==> src/rtl/rxb_pkg.sv <==
package rxb_pkg;
    localparam int CHAR_W       = 8;
    localparam int ERR_W        = 4;
    localparam int ENTRY_W      = CHAR_W + ERR_W;
    localparam int MODE_BIT     = 4;
    localparam int ERR_BRK_IDX  = 2;
    localparam int FLG_TX_EMPTY = 7;
    localparam int FLG_RX_FULL  = 6;
    localparam int FLG_TX_FULL  = 5;
    localparam int FLG_RX_EMPTY = 4;

    typedef logic [ENTRY_W-1:0] entry_t;
endpackage

==> src/rtl/rxb_store.sv <==
module rxb_store #(
    parameter int DEPTH = 16,
    parameter int W     = 12,
    localparam int AW   = $clog2(DEPTH)
) (
    input  logic          clk,
    input  logic          rst_n,
    input  logic          wr_en,
    input  logic [AW-1:0] wr_addr,
    input  logic [W-1:0]  wr_data,
    input  logic [AW-1:0] rd_addr,
    output logic [W-1:0]  rd_data
);
    logic [W-1:0] mem_q [DEPTH];
    logic [W-1:0] mem_d [DEPTH];

    always_comb begin
        for (int i = 0; i < DEPTH; i++) begin
            mem_d[i] = mem_q[i];
        end
        if (wr_en) begin
            mem_d[wr_addr] = wr_data;
        end
    end

    always_ff @(posedge clk or negedge rst_n) begin
        if (!rst_n) begin
            for (int i = 0; i < DEPTH; i++) begin
                mem_q[i] <= '0;
            end
        end else begin
            for (int i = 0; i < DEPTH; i++) begin
                mem_q[i] <= mem_d[i];
            end
        end
    end

    assign rd_data = mem_q[rd_addr];

    AST_WRITE_LANDS: assert property (@(posedge clk) disable iff (!rst_n)
        wr_en |=> mem_q[$past(wr_addr)] == $past(wr_data));
endmodule

==> src/rtl/rxb_status.sv <==
module rxb_status #(
    parameter int ERR_W = 4
) (
    input  logic             clk,
    input  logic             rst_n,
    input  logic             load,
    input  logic [ERR_W-1:0] load_val,
    input  logic             clr,
    output logic [ERR_W-1:0] st
);
    logic [ERR_W-1:0] st_d, st_q;

    always_comb begin
        st_d = st_q;
        if (load) begin
            st_d = load_val;
        end else if (clr) begin
            st_d = '0;
        end
    end

    always_ff @(posedge clk or negedge rst_n) begin
        if (!rst_n) st_q <= '0;
        else        st_q <= st_d;
    end

    assign st = st_q;

    AST_STATUS_CLR: assert property (@(posedge clk) disable iff (!rst_n)
        (clr && !load) |=> st_q == '0);
    AST_STATUS_LOAD: assert property (@(posedge clk) disable iff (!rst_n)
        load |=> st_q == $past(load_val));
endmodule

==> src/rtl/rxb_ctrl.sv <==
module rxb_ctrl #(
    parameter int DEPTH = 16,
    parameter int TRIG  = 1,
    parameter int MODE_BIT = 4,
    localparam int AW   = $clog2(DEPTH),
    localparam int CW   = $clog2(DEPTH + 1)
) (
    input  logic          clk,
    input  logic          rst_n,
    input  logic          push_valid,
    input  logic          lcr_wr,
    input  logic [7:0]    lcr_wdata,
    input  logic          rd_stb,
    output logic          push_ready,
    output logic          wr_en,
    output logic [AW-1:0] wr_slot,
    output logic [AW-1:0] rd_ptr,
    output logic          rx_empty,
    output logic          rx_full,
    output logic          rx_event
);
    typedef struct packed {
        logic [AW-1:0] ptr;
        logic [CW-1:0] cnt;
        logic          mode;
        logic          empty;
        logic          full;
        logic          event_hit;
    } state_t;

    state_t s_d, s_q;

    logic          toggle;
    logic [CW-1:0] cap_q;
    logic [CW-1:0] cap_d;
    logic          acc;
    logic          pop;
    logic [CW:0]   slot_sum;
    logic [CW:0]   ptr_sum;

    always_comb begin
        toggle   = lcr_wr && (lcr_wdata[MODE_BIT] != s_q.mode);
        cap_q    = s_q.mode ? CW'(DEPTH) : CW'(1);
        acc      = push_valid && (s_q.cnt < cap_q) && !toggle;
        pop      = rd_stb && (s_q.cnt != '0) && !toggle;

        slot_sum = (CW+1)'(s_q.ptr) + (CW+1)'(s_q.cnt);
        if (slot_sum >= (CW+1)'(DEPTH)) slot_sum = slot_sum - (CW+1)'(DEPTH);
        ptr_sum  = (CW+1)'(s_q.ptr) + (CW+1)'(1);
        if (ptr_sum >= (CW+1)'(DEPTH)) ptr_sum = '0;

        s_d = s_q;
        s_d.event_hit = acc && (s_q.cnt == CW'(TRIG - 1));
        if (toggle) begin
            s_d.mode = lcr_wdata[MODE_BIT];
            s_d.ptr  = '0;
            s_d.cnt  = '0;
        end else begin
            if (pop) s_d.ptr = AW'(ptr_sum);
            s_d.cnt = s_q.cnt + CW'(acc) - CW'(pop);
        end
        cap_d   = s_d.mode ? CW'(DEPTH) : CW'(1);
        s_d.empty = (s_d.cnt == '0);
        s_d.full  = (s_d.cnt == cap_d);
    end

    always_ff @(posedge clk or negedge rst_n) begin
        if (!rst_n) begin
            s_q.ptr       <= '0;
            s_q.cnt       <= '0;
            s_q.mode      <= 1'b0;
            s_q.empty     <= 1'b1;
            s_q.full      <= 1'b0;
            s_q.event_hit <= 1'b0;
        end else begin
            s_q <= s_d;
        end
    end

    assign push_ready = s_q.cnt < cap_q;
    assign wr_en      = acc;
    assign wr_slot    = AW'(slot_sum);
    assign rd_ptr     = s_q.ptr;
    assign rx_empty   = s_q.empty;
    assign rx_full    = s_q.full;
    assign rx_event   = s_q.event_hit;

    AST_NO_OVERFLOW: assert property (@(posedge clk) disable iff (!rst_n)
        s_q.cnt <= cap_q);
    AST_DROP_HOLDS: assert property (@(posedge clk) disable iff (!rst_n)
        (push_valid && !push_ready && !rd_stb && !lcr_wr) |=> $stable(s_q.cnt) && $stable(s_q.ptr));
    AST_TOGGLE_CLEARS: assert property (@(posedge clk) disable iff (!rst_n)
        toggle |=> (s_q.cnt == '0) && (s_q.ptr == '0) && rx_empty);
    AST_EMPTY_READ_HOLD: assert property (@(posedge clk) disable iff (!rst_n)
        (rd_stb && rx_empty && !push_valid && !lcr_wr) |=> $stable(s_q.ptr) && rx_empty);
    AST_FULL_CLEARS: assert property (@(posedge clk) disable iff (!rst_n)
        (rx_full && rd_stb && !lcr_wr) |=> !rx_full);
    AST_EVENT_PULSE: assert property (@(posedge clk) disable iff (!rst_n)
        (push_valid && push_ready && !toggle && s_q.cnt == CW'(TRIG - 1)) |=> rx_event);
    AST_EVENT_ONE_CYCLE: assert property (@(posedge clk) disable iff (!rst_n)
        rx_event |-> !$past(rx_event));
endmodule

==> src/rtl/uart_rx_buffer.sv <==
module uart_rx_buffer
    import rxb_pkg::*;
#(
    parameter int DEPTH = 16,
    parameter int TRIG  = 1,
    localparam int AW   = $clog2(DEPTH)
) (
    input  logic                clk,
    input  logic                rst_n,
    input  logic                push_valid,
    input  logic [CHAR_W-1:0]   push_char,
    input  logic [ERR_W-1:0]    push_err,
    input  logic                push_brk,
    output logic                push_ready,
    input  logic                lcr_wr,
    input  logic [7:0]          lcr_wdata,
    input  logic                rd_stb,
    output logic [ENTRY_W-1:0]  rd_data,
    input  logic                rsr_clr,
    output logic [ERR_W-1:0]    rsr_val,
    output logic [7:0]          flags,
    output logic                rx_event
);
    entry_t        push_entry;
    logic          wr_en;
    logic [AW-1:0] wr_slot;
    logic [AW-1:0] rd_ptr;
    logic          rx_empty;
    logic          rx_full;

    always_comb begin
        if (push_brk) begin
            push_entry = '0;
            push_entry[CHAR_W + ERR_BRK_IDX] = 1'b1;
        end else begin
            push_entry = {push_err, push_char};
        end
    end

    rxb_ctrl #(.DEPTH(DEPTH), .TRIG(TRIG), .MODE_BIT(MODE_BIT)) u_ctrl (
        .clk        (clk),
        .rst_n      (rst_n),
        .push_valid (push_valid),
        .lcr_wr     (lcr_wr),
        .lcr_wdata  (lcr_wdata),
        .rd_stb     (rd_stb),
        .push_ready (push_ready),
        .wr_en      (wr_en),
        .wr_slot    (wr_slot),
        .rd_ptr     (rd_ptr),
        .rx_empty   (rx_empty),
        .rx_full    (rx_full),
        .rx_event   (rx_event)
    );

    rxb_store #(.DEPTH(DEPTH), .W(ENTRY_W)) u_store (
        .clk     (clk),
        .rst_n   (rst_n),
        .wr_en   (wr_en),
        .wr_addr (wr_slot),
        .wr_data (push_entry),
        .rd_addr (rd_ptr),
        .rd_data (rd_data)
    );

    rxb_status #(.ERR_W(ERR_W)) u_status (
        .clk      (clk),
        .rst_n    (rst_n),
        .load     (rd_stb),
        .load_val (rd_data[ENTRY_W-1:CHAR_W]),
        .clr      (rsr_clr),
        .st       (rsr_val)
    );

    always_comb begin
        flags               = '0;
        flags[FLG_TX_EMPTY] = 1'b1;
        flags[FLG_TX_FULL]  = 1'b0;
        flags[FLG_RX_FULL]  = rx_full;
        flags[FLG_RX_EMPTY] = rx_empty;
    end

    AST_BRK_VALUE: assert property (@(posedge clk) disable iff (!rst_n)
        (wr_en && push_brk) |-> (push_entry == entry_t'(12'h400)));
    AST_FLAG_EXCLUSIVE: assert property (@(posedge clk) disable iff (!rst_n)
        !(flags[FLG_RX_FULL] && flags[FLG_RX_EMPTY]));
endmodule

==> config.mk <==
export PLATFORM = sky130hd
export DESIGN_NAME = uart_rx_buffer
export DESIGN_NICKNAME = d
export VERILOG_FILES = /design/src/rtl/rxb_pkg.sv /design/src/rtl/rxb_store.sv /design/src/rtl/rxb_status.sv /design/src/rtl/rxb_ctrl.sv /design/src/rtl/uart_rx_buffer.sv
export SDC_FILE = /design/constraint.sdc
export NUM_CORES = 1
export LEC_CHECK = 0
export BUFFER_PORTS_ARGS = -buffer_cell sky130_fd_sc_hd__buf_2
export CAP_MARGIN = 5
export CORE_MARGIN = 2
export CORE_UTILIZATION = 55
export DETAILED_ROUTE_END_ITERATION = 10
export PLACE_DENSITY = 0.73
export SLEW_MARGIN = 20
export SYNTH_ARGS = -nofsm -noshare
export SYNTH_HDL_FRONTEND = slang
export SYNTH_SLANG_ARGS = --single-unit
==> constraint.sdc <==
create_clock -name clk -period 7 [get_ports clk]
set_clock_uncertainty 0.05 [all_clocks]
set_input_delay 2.1 -clock clk [delete_from_list [all_inputs] [get_ports clk]]
set_output_delay 2.1 -clock clk [all_outputs]
set_load 0.1 [all_outputs]
==> results of run 1 <==
-- registers in the layout, summed over array words and instances (netlist names) --
register,flops
u_store.mem_q,192
u_ctrl.rx_event,1
u_ctrl.s_q,6
u_status.st,4
u_ctrl.rx_full,1
u_ctrl.rx_empty,1
u_ctrl.rd_ptr,4
-- critical path: stages (launching register included) --
cell and delay, ns:
dfrtp_4 1.09, buf_4 0.44, mux2_2 0.37, o21ai_0 0.17, a21oi_1 0.10, o21ai_0 0.22, nand2_1 0.06, buf_2 0.29
-- final cells by class --
type	instances	area, um^2
fillers	1378	6810
flip-flops and latches	209	5240
multi-input cells	447	4610
clock buffers	33	663
repair buffers	52	309
well taps	229	287
clock inverters	8	72.6
inverters	12	45.0
-- stage by stage --
stage	total power (W)	instance area, um^2	setup slack (ns)	hold WS [ns]
floorplan	0.00367	10200	1.93	0.424
global placement	0.00403	10500	2.02	0.429
detailed placement	0.00413	10500	1.90	0.431
CTS	0.00531	11200	1.48	0.448
global route	0.00557	11200	1.29	0.459
finish	0.00529	11200	1.54	0.450
-- layout by cell type, fill, tap and decap left out, types with 4 or more instances in the layout --
cell type	n
dfrtp_1	206
buf_4	11
xnor2_1	4
mux2_4	10
clkbuf_16	23
nand2_1	19
a22oi_1	8
clkinv_2	5
mux2i_1	28
nor2b_1	13
conb_1	6
a211oi_1	4
clkbuf_1	5
nor2b_2	4
nor2_1	14
inv_1	11
xor2_1	6
clkbuf_8	6
nor3_1	4
ha_1	13
mux4_2	32
a22o_1	4
a221oi_1	8
o21ai_0	21
nand4b_1	4
a21oi_1	19
mux2_2	190
nand3_1	6
buf_2	38
-- layer usage --
layer | track usage | wire [um] | share of wire
met5 | 0 | 0 | 0
met4 | 0.0726 | 607 | 0.027
met2 | 0.381 | 10800 | 0.49
met1 | 0.330 | 9540 | 0.43
met3 | 0.0348 | 1180 | 0.053
-- final timing paths --
check                                       from                 end  slack [ns]  cells past startpoint
worst max-delay path            u_ctrl.rd_ptr[0]          rd_data[3]        1.54                      7
worst min-delay path            u_store.mem_q[7]    u_store.mem_q[7]        0.45                      1
worst max register to register  u_ctrl.rd_ptr[0]  u_store.mem_q[152]        2.66                      6
worst min register to register  u_store.mem_q[7]    u_store.mem_q[7]        0.45                      1
max in group asynchronous                  rst_n  u_store.mem_q[120]        4.08                      2
min in group asynchronous                  rst_n  u_store.mem_q[184]        1.54                      1
-- where the power goes --
part           internal, W  switching (W)  total [W]
clock             0.000695       0.000475    0.00117
sequential         0.00162       0.000304    0.00192
combinational     0.000880        0.00131    0.00219
total              0.00320        0.00209    0.00529
-- logic make-up (layout without fill, tap and decap cells) --
| family | Yosys count | in the layout | synth area share |
|---|---|---|---|
| compound gates | 69 | 69 | 0.0433 |
| xor+xnor | 11 | 11 | 0.0102 |
| fa+ha+maj | 15 | 15 | 0.0200 |
| buf+inv | 77 | 105 | 0.0375 |
| flops | 209 | 209 | 0.515 |
| mux | 260 | 260 | 0.324 |
| other cells | 2 | 6 | 0.000740 |
| simple gates | 86 | 86 | 0.0489 |
==> out/qor.yml, run 1 <==
drv_cap: 0
hpwl_mm: 13.8
fmax_ghz: 0.183
syn_area_per_cell_um2: 13.9
grt_overflow: 0
first_iter_violations: 417
clockBufferDepth: 3
synthTopCellsByCount: "208 x dfrtp_1, 190 x mux2_2, 32 x mux4_2, 28 x mux2i_1, 26 x clkbuf_1"
critPathCaptureType: "primary output"
synth_most_common_cell: "dfrtp_1"
fp.coreArea_um2: 18000
drive_gt1_frac: 0.448
clockRootBuffer: "clkbuf_16"
worstPathArrival_ns: 3.31
tightest_slew_ns: 1.15
grt_start_max_net_pins: 74
status: "finished, final reports clean"
wl_per_cell_um: 22.4
postLayoutCoreUtil: 0.622
drc: 0
die_area_um2: 19600
htree_levels: 1
vias_per_cell: 6.12
grt_pass1_vias: 6396
hp-class: "register to register"
grt_pass1_wl_mm: 35.8
required_ns: 4.85
drtPass1Iterations: 5
placedCellCount: 947
setup_viol: 0
peakVddDrop_mv: 0.357
synth-edff-count: 0
crit_fanout: 55
fin_crit_sh: 0.780
port_buffers: 39
critPathKind: "register to primary output"
fp.dieW_um: 140
synth_top_cell_by_area: "dfrtp_1"
wl_mm: 22.1
insertion_delay_ns: 0.51
finalHoldViolCount: 0
vias: 6060
grt_antenna_before_repair: 0
path_clk_slew_ns: 0.06
cp-start-kind: "register"
rsz0062_at_grt: "no"
synthesis.area_um2: 10200
yosysSeqAreaShare: 0.515
cts_buffers: 23
ctsHoldBuffers: 0
ant_nets: 0
synthArstFlopShare: 1.00
finalCriticalPeriod_ns: 5.46
yosysTopAreaCellShare: 0.513
setup_tns_ns: 0
grt_usage: 0.234
nets: 787
ys.flop_type: "dfrtp_1"
pin_count: 53
stdcell_count: 990
yosysWarnings: 0
synthTopCellsByArea: "dfrtp_1 51%, mux2_2 21%, mux4_2 7.1%"
synth-seq-cells: 209
cts-resized-gates: 0
postCtsSetupRepairBufs: 0
place.gp.congestion: 0.819
syn_inst: 729
power_density_nw_per_um2: 471
diodes: 0
drv_slew: 0
area_growth_pct: 10.5
fp-row-count: 49
power.leakage_nw: 5.33
synth_cell_types: 48
clkSinkCount: 209
tritoncts: "done"
initial_core_util: 0.563
die_y_um: 140
maxSlewHeadroom: 0.229
Power figures use the tool's default switching activity.
==> run 2: changes to the inputs <==
ABC_AREA = 1   (was unset)
PLACE_DENSITY = 0.76   (was 0.73)
clock period = 4.55 ns   (was 7 ns; I/O delays follow)
==> run 2 against run 1 <==
- power rose by 79%
- cell count up 74%
- via count is 58% higher
- wire length is 31% higher
- synthesized cell count is 99% higher
- worst setup slack worse by 1.4 ns
- critical endpoint is now rd_data[5]
==> out/qor.yml, run 2 <==
holdPathStages: 2  # +1
place.gp.congestion: 0.873  # +6.5%
yosys.area_share.simple: 0.278  # +0.229
yosysSeqAreaShare: 0.481  # -0.0341
clockBufferDepth: 3  # unchanged
grt_start_max_net_pins: 103  # +39%
hpwl_mm: 18.1  # +31%
nets: 1482  # +88%
clockRootBuffer: "clkbuf_16"
insertion_delay_ns: 0.52  # about the same
syn_inst: 1450  # +99%
fin_crit_sh: 0.962
largest_reg_flops: 192  # unchanged
place_worst_setup_slack_ns: 0.720  # -1.18 ns
status: "finished, final reports clean"
fp.dieW_um: 145  # +3.4%
r2r_end: "u_store.mem_q[48]"
synth_mux_area_frac: 0  # -0.324
drive_gt1_frac: 0.0981  # -0.350
wl_per_cell_um: 16.9  # -25%
synth_cell_types: 32  # -33%
drv_cap: 0  # unchanged
finalCriticalPeriod_ns: 4.38
required_ns: 3.13  # -1.72 ns
power_density_nw_per_um2: 796  # +69%
crit_family: "buffers and inverters"
synthArstFlopShare: 1.00  # unchanged
rsz0062_at_grt: "no"
cp.buffers_inverters: 2  # unchanged
reg2reg_from: "u_ctrl.rd_ptr[0]"
fillers: 1807  # +31%
vias: 9574  # +58%
finalHoldViolCount: 0  # unchanged
setup_viol: 0  # unchanged
synth-seq-cells: 209  # unchanged
fp-row-count: 51  # +4.1%
drc: 0  # unchanged
fmax_ghz: 0.228
grt_overflow: 0  # unchanged
critPathKind: "register to primary output"
cts-resized-gates: 0  # unchanged
pin_count: 53  # unchanged
synth_top_cell_by_area: "dfrtp_1"
critPathCaptureType: "primary output"
syn_area_per_cell_um2: 7.50  # -46%
wl_mm: 29.0  # +31%
synth_xor_area_frac: 0.00242  # -0.00781
ant_nets: 0  # unchanged
worstPathArrival_ns: 2.96  # -0.35 ns
htree_levels: 1  # unchanged
power.leakage_nw: 6.25  # +17%
vias_per_cell: 5.56  # -9.2%
postCtsSetupRepairBufs: 0  # unchanged
cp-start-kind: "register"
final_common_cell: "nand2_1"
die_area_um2: 20900  # +6.9%
drv_slew: 0  # unchanged
grt_pass1_wl_mm: 47.3  # +32%
cpPeakStageDelay_ns: 0.74  # -0.35 ns
synthTopCellsByCount: "593 x nand2_1, 208 x dfrtp_1, 171 x o21ai_0, 86 x nor2_1, 80 x o21ai_1"
tritoncts: "done"
setup_slack_ns: 0.172  # -1.37 ns
holdPathEnd: "u_status.st[0]"
hold_start: "u_status.st[0]"
setup_tns_ns: 0  # unchanged
yosysTopAreaCellShare: 0.479  # -0.0339
synth_top_family_by_area: "simple AND/OR/NAND/NOR gates"
clkSinkCount: 209  # unchanged
path_common_cell: "nand2_1"
grt_antenna_before_repair: 0  # unchanged
ctsHoldBuffers: 0  # unchanged
synth_most_common_cell: "nand2_1"
synthesis.area_um2: 10900  # +7.1%
dpl-instance-area_um2: 11100  # +6.3%
final_area_um2: 11900  # +5.9%
path_clk_slew_ns: 0.06  # about the same
postLayoutCoreUtil: 0.612  # -0.0101
ys.flop_type: "dfrtp_1"
yosysWarnings: 0  # unchanged
first_iter_violations: 816  # +96%
top_regs: "u_store.mem_q x192, u_ctrl.s_q x6"
fp.coreArea_um2: 19400  # +7.6%
cts_buffers: 23  # unchanged
layout_common_cells: "593 x nand2_1, 207 x dfrtp_1, 171 x o21ai_0"
peakVddDrop_mv: 0.665  # +86%
drtPass1Iterations: 7  # +2
diodes: 0  # unchanged
grt_usage: 0.289  # +0.0546
largest_register: "u_store.mem_q"
cpMaxStageDelayCell: "dfrtp_2"
worstSetupStartpoint: "u_ctrl.rd_ptr[0]"
initial_core_util: 0.560  # -0.00280
area_growth_pct: 9.26
ff2ff_path_depth: 9  # +3
synth-edff-count: 0  # unchanged
die_y_um: 145  # +3.4%
grt_pass1_vias: 8988  # +41%
r2r_slack_ns: 0.72  # -1.94 ns
hp-class: "register to register"
tightest_slew_ns: 0.867  # -0.286 ns
maxSlewHeadroom: 0.422  # +0.193
synth_compound_area_frac: 0.147  # +0.104
synthTopCellsByArea: "dfrtp_1 48%, nand2_1 20%, o21ai_0 7.9%"
port_buffers: 39  # unchanged
cp_cell_sequence: "buf_4 > nand2_1 > nand3_1 > nand2_1 > a21oi_1 > o21ai_0 > nand2_1 > buf_2"
crit_fanout: 31  # -44%
synth_fa_ha_area_frac: 0.0186  # -0.00132
[run 2: logic make-up after synthesis]
| kind of cell | after synthesis |
|---|---|
| compound gates | 313 |
| xor+xnor | 3 |
| fa+ha+maj | 15 |
| buf+inv | 160 |
| flops | 209 |
| other cells | 2 |
| simple gates | 748 |
[run 2: tightest hold or removal path, cell delays in order, from the launching register on]
cell	delay, ns
dfrtp_1	0.33
nand2_1	0.06
nand2_1	0.05
[run 2: final cells by class]
cell class                      count  area [um^2]  area share
Inverter                           46          173      0.0145
Tap cell                          265          332      0.0279
Multi-Input combinational cell   1085         4880       0.411
Clock buffer                       39          716      0.0602
Clock inverter                      3         43.8     0.00369
Timing Repair Buffer               75          499      0.0420
Sequential cell                   209         5230       0.440
[run 2: per-stage QoR]
| stage | std cells | power [W] | hold slack [ns] |
|---|---|---|---|
| 6_report | 1722 | 0.00946 | 0.424 |
| 5_1_grt | 1722 | 0.0101 | 0.447 |
| 4_1_cts | 1722 | 0.00944 | 0.426 |
| 3_5_place_dp | 1680 | 0.00757 | 0.410 |
| 3_3_place_gp | 1680 | 0.00747 | 0.406 |
| 2_1_floorplan | 1454 | 0.00649 | 0.391 |
[run 2: how the worst max path moves through the flow]
stage               slack, ns  depth (start not counted)          to
floorplan                1.14                          7  rd_data[7]
global placement         0.73                          8  rd_data[1]
detailed placement       0.72                          8  rd_data[0]
CTS                      0.18                          8  rd_data[0]
global route             0.05                          8  rd_data[0]
finish                   0.17                          8  rd_data[5]
[run 2: routing by layer]
layer / vias up / GRT usage / share of wire
li1: 4617 / - / -
met1: 4514 / 0.402 / 0.42
met2: 379 / 0.470 / 0.47
met3: 64 / 0.0321 / 0.068
met4: 0 / 0.109 / 0.035
met5: - / 0 / 0
[run 2: power by group]
group	total (W)	leakage (nW)	switching, W	internal [W]
Combinational	0.00465	3.07	0.00359	0.00106
Sequential	0.00294	2.80	0.000392	0.00255
Clock	0.00187	0.373	0.000745	0.00112
